[config.mk]
export PLATFORM = sky130hd
export DESIGN_NAME = tx_interlock
export DESIGN_NICKNAME = d
export VERILOG_FILES = /design/src/rtl/tx_interlock_pkg.sv /design/src/rtl/ilk_sync.sv /design/src/rtl/ilk_debounce.sv /design/src/rtl/ilk_fault_latch.sv /design/src/rtl/tx_interlock.sv
export SDC_FILE = /design/constraint.sdc
export NUM_CORES = 1
export LEC_CHECK = 0
export ABC_AREA = 1
export BUFFER_PORTS_ARGS = -buffer_cell sky130_fd_sc_hd__clkbuf_2
export CORE_ASPECT_RATIO = 1.4
export CORE_MARGIN = 3
export CORE_UTILIZATION = 60
export CTS_BUF_LIST = sky130_fd_sc_hd__clkbuf_8
export CTS_CLUSTER_DIAMETER = 200
export DETAILED_ROUTE_END_ITERATION = 16
export MAX_ROUTING_LAYER = met4
export PLACE_DENSITY = 0.88
export SYNTH_ARGS = -nofsm -noshare
export SYNTH_HDL_FRONTEND = slang
export SYNTH_SLANG_ARGS = --single-unit
[constraint.sdc]
create_clock -name clk -period 2.65 [get_ports clk]
set_input_delay 0.1325 -clock clk [delete_from_list [all_inputs] [get_ports clk]]
set_output_delay 0.1325 -clock clk [all_outputs]
set_load 0.005 [all_outputs]
[src/rtl/tx_interlock_pkg.sv]
package tx_interlock_pkg;

   // Latch states of the two sticky fault stores
   typedef struct packed {
      logic temp;
      logic vswr;
   } fault_vec_t;

   // Number of single-bit control lines synchronized beside the groups
   localparam int unsigned CTRL_LINES = 6;

   // Positions of the control lines in the synchronized control word
   localparam int unsigned IDX_TEMP_BTN = 0;
   localparam int unsigned IDX_VSWR_TRIP = 1;
   localparam int unsigned IDX_VSWR_BTN = 2;
   localparam int unsigned IDX_VSWR_RMT = 3;
   localparam int unsigned IDX_OPR_PANEL = 4;
   localparam int unsigned IDX_OPR_RMT = 5;

endpackage

[src/rtl/ilk_sync.sv]
module ilk_sync #(
   parameter int unsigned WIDTH  = 8,
   parameter int unsigned STAGES = 2
) (
   input  logic             clk,
   input  logic             rst_n,
   input  logic [WIDTH-1:0] din,
   output logic [WIDTH-1:0] dout
);

   if (STAGES < 2) begin : g_bad_stages
      $error("ilk_sync: STAGES must be at least 2");
   end
   if (WIDTH < 1) begin : g_bad_width
      $error("ilk_sync: WIDTH must be at least 1");
   end

   logic [WIDTH-1:0] chain [STAGES];

   // Idle level is high (good / released) for every line
   for (genvar s = 0; s < STAGES; s++) begin : g_stage
      always_ff @(posedge clk or negedge rst_n) begin
         if (!rst_n) begin
            chain[s] <= '1;
         end else if (s == 0) begin
            chain[s] <= din;
         end else begin
            chain[s] <= chain[(s == 0) ? 0 : s - 1];
         end
      end
   end

   assign dout = chain[STAGES-1];

endmodule

[src/rtl/ilk_debounce.sv]
module ilk_debounce #(
   parameter int unsigned CYCLES = 4
) (
   input  logic clk,
   input  logic rst_n,
   input  logic din,
   output logic dout
);

   if (CYCLES == 0) begin : g_bypass
      assign dout = din;
   end else begin : g_filter
      localparam int unsigned CW = (CYCLES < 2) ? 1 : $clog2(CYCLES);
      localparam logic [CW-1:0] LAST = CW'(CYCLES - 1);

      logic [CW-1:0] cnt;
      logic          state;

      always_ff @(posedge clk or negedge rst_n) begin
         if (!rst_n) begin
            state <= 1'b1;
            cnt   <= '0;
         end else if (din == state) begin
            cnt <= '0;
         end else if (cnt == LAST) begin
            state <= din;
            cnt   <= '0;
         end else begin
            cnt <= cnt + 1'b1;
         end
      end

      assign dout = state;

      // the filtered level only moves toward the level seen at its input
      a_r10_follows_input: assert property (@(posedge clk) disable iff (!rst_n)
         (state != $past(state)) |-> ($past(din) == state));
   end

endmodule

[src/rtl/ilk_fault_latch.sv]
module ilk_fault_latch (
   input  logic clk,
   input  logic rst_n,
   input  logic set_i,
   input  logic clr_i,
   output logic q
);

   // Set has priority over clear; power-up leaves the latch empty
   always_ff @(posedge clk or negedge rst_n) begin
      if (!rst_n) begin
         q <= 1'b0;
      end else if (set_i) begin
         q <= 1'b1;
      end else if (clr_i) begin
         q <= 1'b0;
      end
   end

   // a present fault overrides any clear request
   a_r4_set_wins: assert property (@(posedge clk) disable iff (!rst_n)
      set_i |=> q);

   // without a clear, a stored fault is never dropped
   a_r3_no_auto_clear: assert property (@(posedge clk) disable iff (!rst_n)
      (q && !clr_i) |=> q);

   // a clear with no fault empties the latch
   a_r6_clear_acts: assert property (@(posedge clk) disable iff (!rst_n)
      (clr_i && !set_i) |=> !q);

endmodule

[src/rtl/tx_interlock.sv]
module tx_interlock
   import tx_interlock_pkg::*;
#(
   parameter int unsigned NUM_SUPPLY  = 2,
   parameter int unsigned NUM_TEMP    = 4,
   parameter int unsigned SYNC_STAGES = 2,
   parameter int unsigned DEB_CYCLES  = 1000
) (
   input  logic                  clk,
   input  logic                  rst_n,
   input  logic [NUM_SUPPLY-1:0] supply_stat_l,
   input  logic [NUM_TEMP-1:0]   temp_stat_l,
   input  logic                  temp_clr_btn_l,
   input  logic                  vswr_trip_l,
   input  logic                  vswr_clr_btn_l,
   input  logic                  vswr_clr_rmt_l,
   input  logic                  opr_panel_l,
   input  logic                  opr_remote_l,
   output logic                  drive_en,
   output logic                  opr_lamp,
   output logic                  rmt_status,
   output logic                  supply_on_req,
   output logic                  temp_fault,
   output logic                  vswr_fault
);

   localparam int unsigned TOTAL_W = NUM_SUPPLY + NUM_TEMP + CTRL_LINES;
   localparam int unsigned TEMP_LO = CTRL_LINES;
   localparam int unsigned SUP_LO  = CTRL_LINES + NUM_TEMP;

   if (NUM_SUPPLY < 1) begin : g_bad_supply
      $error("tx_interlock: NUM_SUPPLY must be at least 1");
   end
   if (NUM_TEMP < 1) begin : g_bad_temp
      $error("tx_interlock: NUM_TEMP must be at least 1");
   end

   // ---------------- synchronizer bank ----------------
   logic [TOTAL_W-1:0]    raw_bus;
   logic [TOTAL_W-1:0]    sync_bus;
   logic [CTRL_LINES-1:0] ctrl_s;
   logic [NUM_TEMP-1:0]   temp_s;
   logic [NUM_SUPPLY-1:0] supply_s;

   always_comb begin
      raw_bus = {supply_stat_l, temp_stat_l, opr_remote_l, opr_panel_l,
                 vswr_clr_rmt_l, vswr_clr_btn_l, vswr_trip_l, temp_clr_btn_l};
   end

   ilk_sync #(.WIDTH(TOTAL_W), .STAGES(SYNC_STAGES)) u_sync (
      .clk  (clk),
      .rst_n(rst_n),
      .din  (raw_bus),
      .dout (sync_bus)
   );

   assign ctrl_s   = sync_bus[CTRL_LINES-1:0];
   assign temp_s   = sync_bus[TEMP_LO +: NUM_TEMP];
   assign supply_s = sync_bus[SUP_LO +: NUM_SUPPLY];

   // ---------------- pushbutton filters ----------------
   logic temp_btn_f;
   logic vswr_btn_f;

   ilk_debounce #(.CYCLES(DEB_CYCLES)) u_deb_temp (
      .clk  (clk),
      .rst_n(rst_n),
      .din  (ctrl_s[IDX_TEMP_BTN]),
      .dout (temp_btn_f)
   );

   ilk_debounce #(.CYCLES(DEB_CYCLES)) u_deb_vswr (
      .clk  (clk),
      .rst_n(rst_n),
      .din  (ctrl_s[IDX_VSWR_BTN]),
      .dout (vswr_btn_f)
   );

   // ---------------- fault latches ----------------
   fault_vec_t flt;
   logic temp_set, temp_clr, vswr_set, vswr_clr;

   always_comb begin
      temp_set = ~&temp_s;
      temp_clr = ~temp_btn_f;
      vswr_set = ~ctrl_s[IDX_VSWR_TRIP];
      vswr_clr = ~vswr_btn_f | ~ctrl_s[IDX_VSWR_RMT];
   end

   ilk_fault_latch u_temp_latch (
      .clk  (clk),
      .rst_n(rst_n),
      .set_i(temp_set),
      .clr_i(temp_clr),
      .q    (flt.temp)
   );

   ilk_fault_latch u_vswr_latch (
      .clk  (clk),
      .rst_n(rst_n),
      .set_i(vswr_set),
      .clr_i(vswr_clr),
      .q    (flt.vswr)
   );

   // ---------------- enable combination ----------------
   logic operate_q;
   logic supply_good;
   logic enable;

   always_comb begin
      operate_q   = ctrl_s[IDX_OPR_PANEL] & ctrl_s[IDX_OPR_RMT];
      supply_good = &supply_s;
      enable      = supply_good & ~flt.temp & ~flt.vswr & operate_q;
   end

   assign drive_en      = enable;
   assign opr_lamp      = enable;
   assign rmt_status    = enable;
   assign supply_on_req = enable;
   assign temp_fault    = flt.temp;
   assign vswr_fault    = flt.vswr;

   // no drive while either fault store is occupied
   a_r8_no_drive_in_fault: assert property (@(posedge clk) disable iff (!rst_n)
      drive_en |-> !(temp_fault || vswr_fault));

   // a newly stored temperature fault never coincides with drive
   a_r2_trip_kills_drive: assert property (@(posedge clk) disable iff (!rst_n)
      $rose(temp_fault) |-> !drive_en);

   // a newly stored overload never coincides with drive
   a_r5_trip_kills_drive: assert property (@(posedge clk) disable iff (!rst_n)
      $rose(vswr_fault) |-> !drive_en);

   // drive implies both selectors were in operate when synchronized
   a_r7_needs_operate: assert property (@(posedge clk) disable iff (!rst_n)
      drive_en |-> (ctrl_s[IDX_OPR_PANEL] && ctrl_s[IDX_OPR_RMT]));

endmodule

==> flow_summary.json <==
{
  "finalSetupTns_ns": 0,
  "worst_pin_slew_ns": 1.09,
  "maxSlewHeadroom": 0.276,
  "gp_congestion": 0.771,
  "gr-total-overflow": 0,
  "power.density_nw_per_um2": 632,
  "nets": 225,
  "post_cts_buffers": 0,
  "coreArea_um2": 2940,
  "area_growth_pct": 19.3,
  "final_cell_mix": "33 x nor2_1, 26 x dfstp_2, 24 x nand2_1",
  "multi_input_area_um2": 573,
  "via_count": 1336,
  "combPwrFrac": 0.048,
  "vias_per_cell": 5.41,
  "hold_viol": 0,
  "finClkSkew_ns": 0.00638,
  "power_switching_uw": 291,
  "drive_gt1_frac": 0.319,
  "power_frac_clock": 0.399,
  "numCtsBuffers": 5,
  "worstSkewPairLatency_ns": 0.30,
  "rr_worst_depth": 6,
  "start_kind": "register",
  "fill_cells": 161,
  "syn_area_per_cell_um2": 10.9,
  "yosysUniqueCellTypes": 25,
  "irDropWorstVdd_v": 0.000643,
  "io_pins": 20,
  "grt_pass1_vias": 1431,
  "clock_path_buffers": 2,
  "finalCriticalPeriod_ns": 1.82,
  "wire_per_inst_um": 15.4,
  "die_w_um": 53.5,
  "synth_area_leaders": "dfstp_2 36%, dfrtp_1 29%, nor2_1 6.5%",
  "ys_ff_latch": 48,
  "p_seq_frac": 0.553,
  "totalWireLength_mm": 3.81,
  "final_util": 0.771,
  "crit_arrival_ns": 1.69,
  "grt_setup_unrepaired": "no",
  "fin_crit_sh": 0.689,
  "whs_ns": 0.0210,
  "netSwitchingFraction": 0.204,
  "internal-power_uw": 1140,
  "synth_fp_nets": 190,
  "crit_type": "register to output pin",
  "final_common_cell": "nor2_1",
  "drc": 0,
  "io_buffers": 19,
  "cts.sinks": 48,
  "die_h_um": 72.5,
  "cts-root-buf": "clkbuf_8",
  "final_max_slew_viol_count": 0,
  "post_cts_resized": 0,
  "hold_class": "input pin to async pin",
  "rows": 23,
  "dp_hpwl_mm": 2.47,
  "yosysWarnings": 0,
  "end_kind": "output pin",
  "synth_top_area_cell": "dfstp_2",
  "crit_fanout": 4,
  "grt_pass1_wl_mm": 6.70,
  "start_util": 0.646,
  "setup_violations": 0,
  "seqCellArea_um2": 1230,
  "netlist_instances": 174,
  "hold_buffers": 12,
  "drt-initial-drc-count": 52,
  "max_cap_viol_count": 0,
  "die_area_um2": 3880,
  "clk_pin_slew_worst_paths_ns": 0.09,
  "cts_tree": "built",
  "yosysSeqAreaShare": 0.650,
  "grt_util_all_layers": 0.255,
  "cts_max_level": 2,
  "crit_required_ns": 2.52,
  "antenna_cells": 0,
  "grt_antenna_before_repair": 0,
  "syn_area_um2": 1900,
  "ant_nets": 0,
  "drt_pass1_iterations": 4,
  "fmax_mhz": 548,
  "p_leak_uw": 0.00103,
  "grt_max_degree": 49,
  "outcome": "completed",
  "yosysTopAreaCellShare": 0.360
}
Yosys cell counts:
cell type,instances
dfrtp_1,22
nor2_4,1
nand2_1,24
nand3_1,14
xor2_2,2
o21ai_1,1
nor3_2,1
nor3_1,1
xnor2_1,2
nand2_2,3
nor3b_2,2
nor4_1,1
a21oi_1,5
nand3b_1,2
nand3_2,2
xor2_1,4
buf_4,3
a21oi_2,2
a21o_1,1
ha_1,2
dfstp_2,26
nand4_1,1
nor2_2,1
inv_1,18
nor2_1,33
metrics by stage:
step	power, uW	cell area, um^2	setup WS, ns	instances
6_report	1430	2260	0.825	247
5_1_grt	1480	2260	0.646	247
4_1_cts	1430	2260	0.784	247
3_5_place_dp	854	2020	1.18	227
3_3_place_gp	846	2020	1.34	227
2_1_floorplan	819	1900	1.29	174
logic make-up after synthesis:
kind of cell | after synthesis | share of synthesized area
buf+inv | 21 | 0.0475
xor+xnor | 8 | 0.0449
fa+ha+maj | 2 | 0.0132
flops | 48 | 0.650
simple gates | 86 | 0.215
compound gates | 9 | 0.0290
final timing paths:
check                                            from                    endpoint  slack [ns]
max                                   u_sync.dout[10]                    drive_en        0.83
min                                             rst_n  u_deb_temp.g_filter.cnt[9]        0.02
max reg2reg                u_deb_temp.g_filter.cnt[0]  u_deb_temp.g_filter.cnt[6]        1.18
min reg2reg                          u_sync.chain[20]              u_sync.dout[8]        0.36
max in group asynchronous                       rst_n  u_deb_vswr.g_filter.cnt[8]        1.97
min in group clk                     u_sync.chain[20]              u_sync.dout[8]        0.36
critical path, cell delays in order, from the launching register on:
cell and delay, ns:
dfstp_2 0.53, nand2_1 0.05, nor4_1 0.59, clkbuf_2 0.24
state kept, by name, indices dropped and copies added (netlist names):
signal,flops
u_sync.dout,12
u_deb_temp.g_filter.cnt,10
u_temp_latch.q,1
u_deb_vswr.dout,1
u_deb_temp.dout,1
u_deb_vswr.g_filter.cnt,10
u_vswr_latch.q,1
u_sync.chain,12
layer usage:
metal	part of all wire	routed length (um)	vias to the layer above	GRT usage
li1	-	-	610	-
met1	0.37	1400	641	0.290
met2	0.53	2030	63	0.401
met3	0.048	184	22	0.0616
met4	0.051	193	0	0.151
met5	0	0	-	-
cell type report:
type,instances,area share
multi-input cells,105,0.253
well taps,37,0.0205
flip-flops and latches,48,0.545
clock buffers,7,0.0426
inverters,18,0.0299
repair buffers,31,0.0951
clock inverters,1,0.0133
power by group through the flow:
stage	combinational (uW)	sequential, uW	clock [uW]
4_1_cts	68.0	790	571
2_1_floorplan	22.4	797	0
3_5_place_dp	52.6	801	0
3_3_place_gp	48.1	798	0
5_1_grt	76.2	793	606
6_report	68.1	791	570
(Power assumes the default switching activity.)
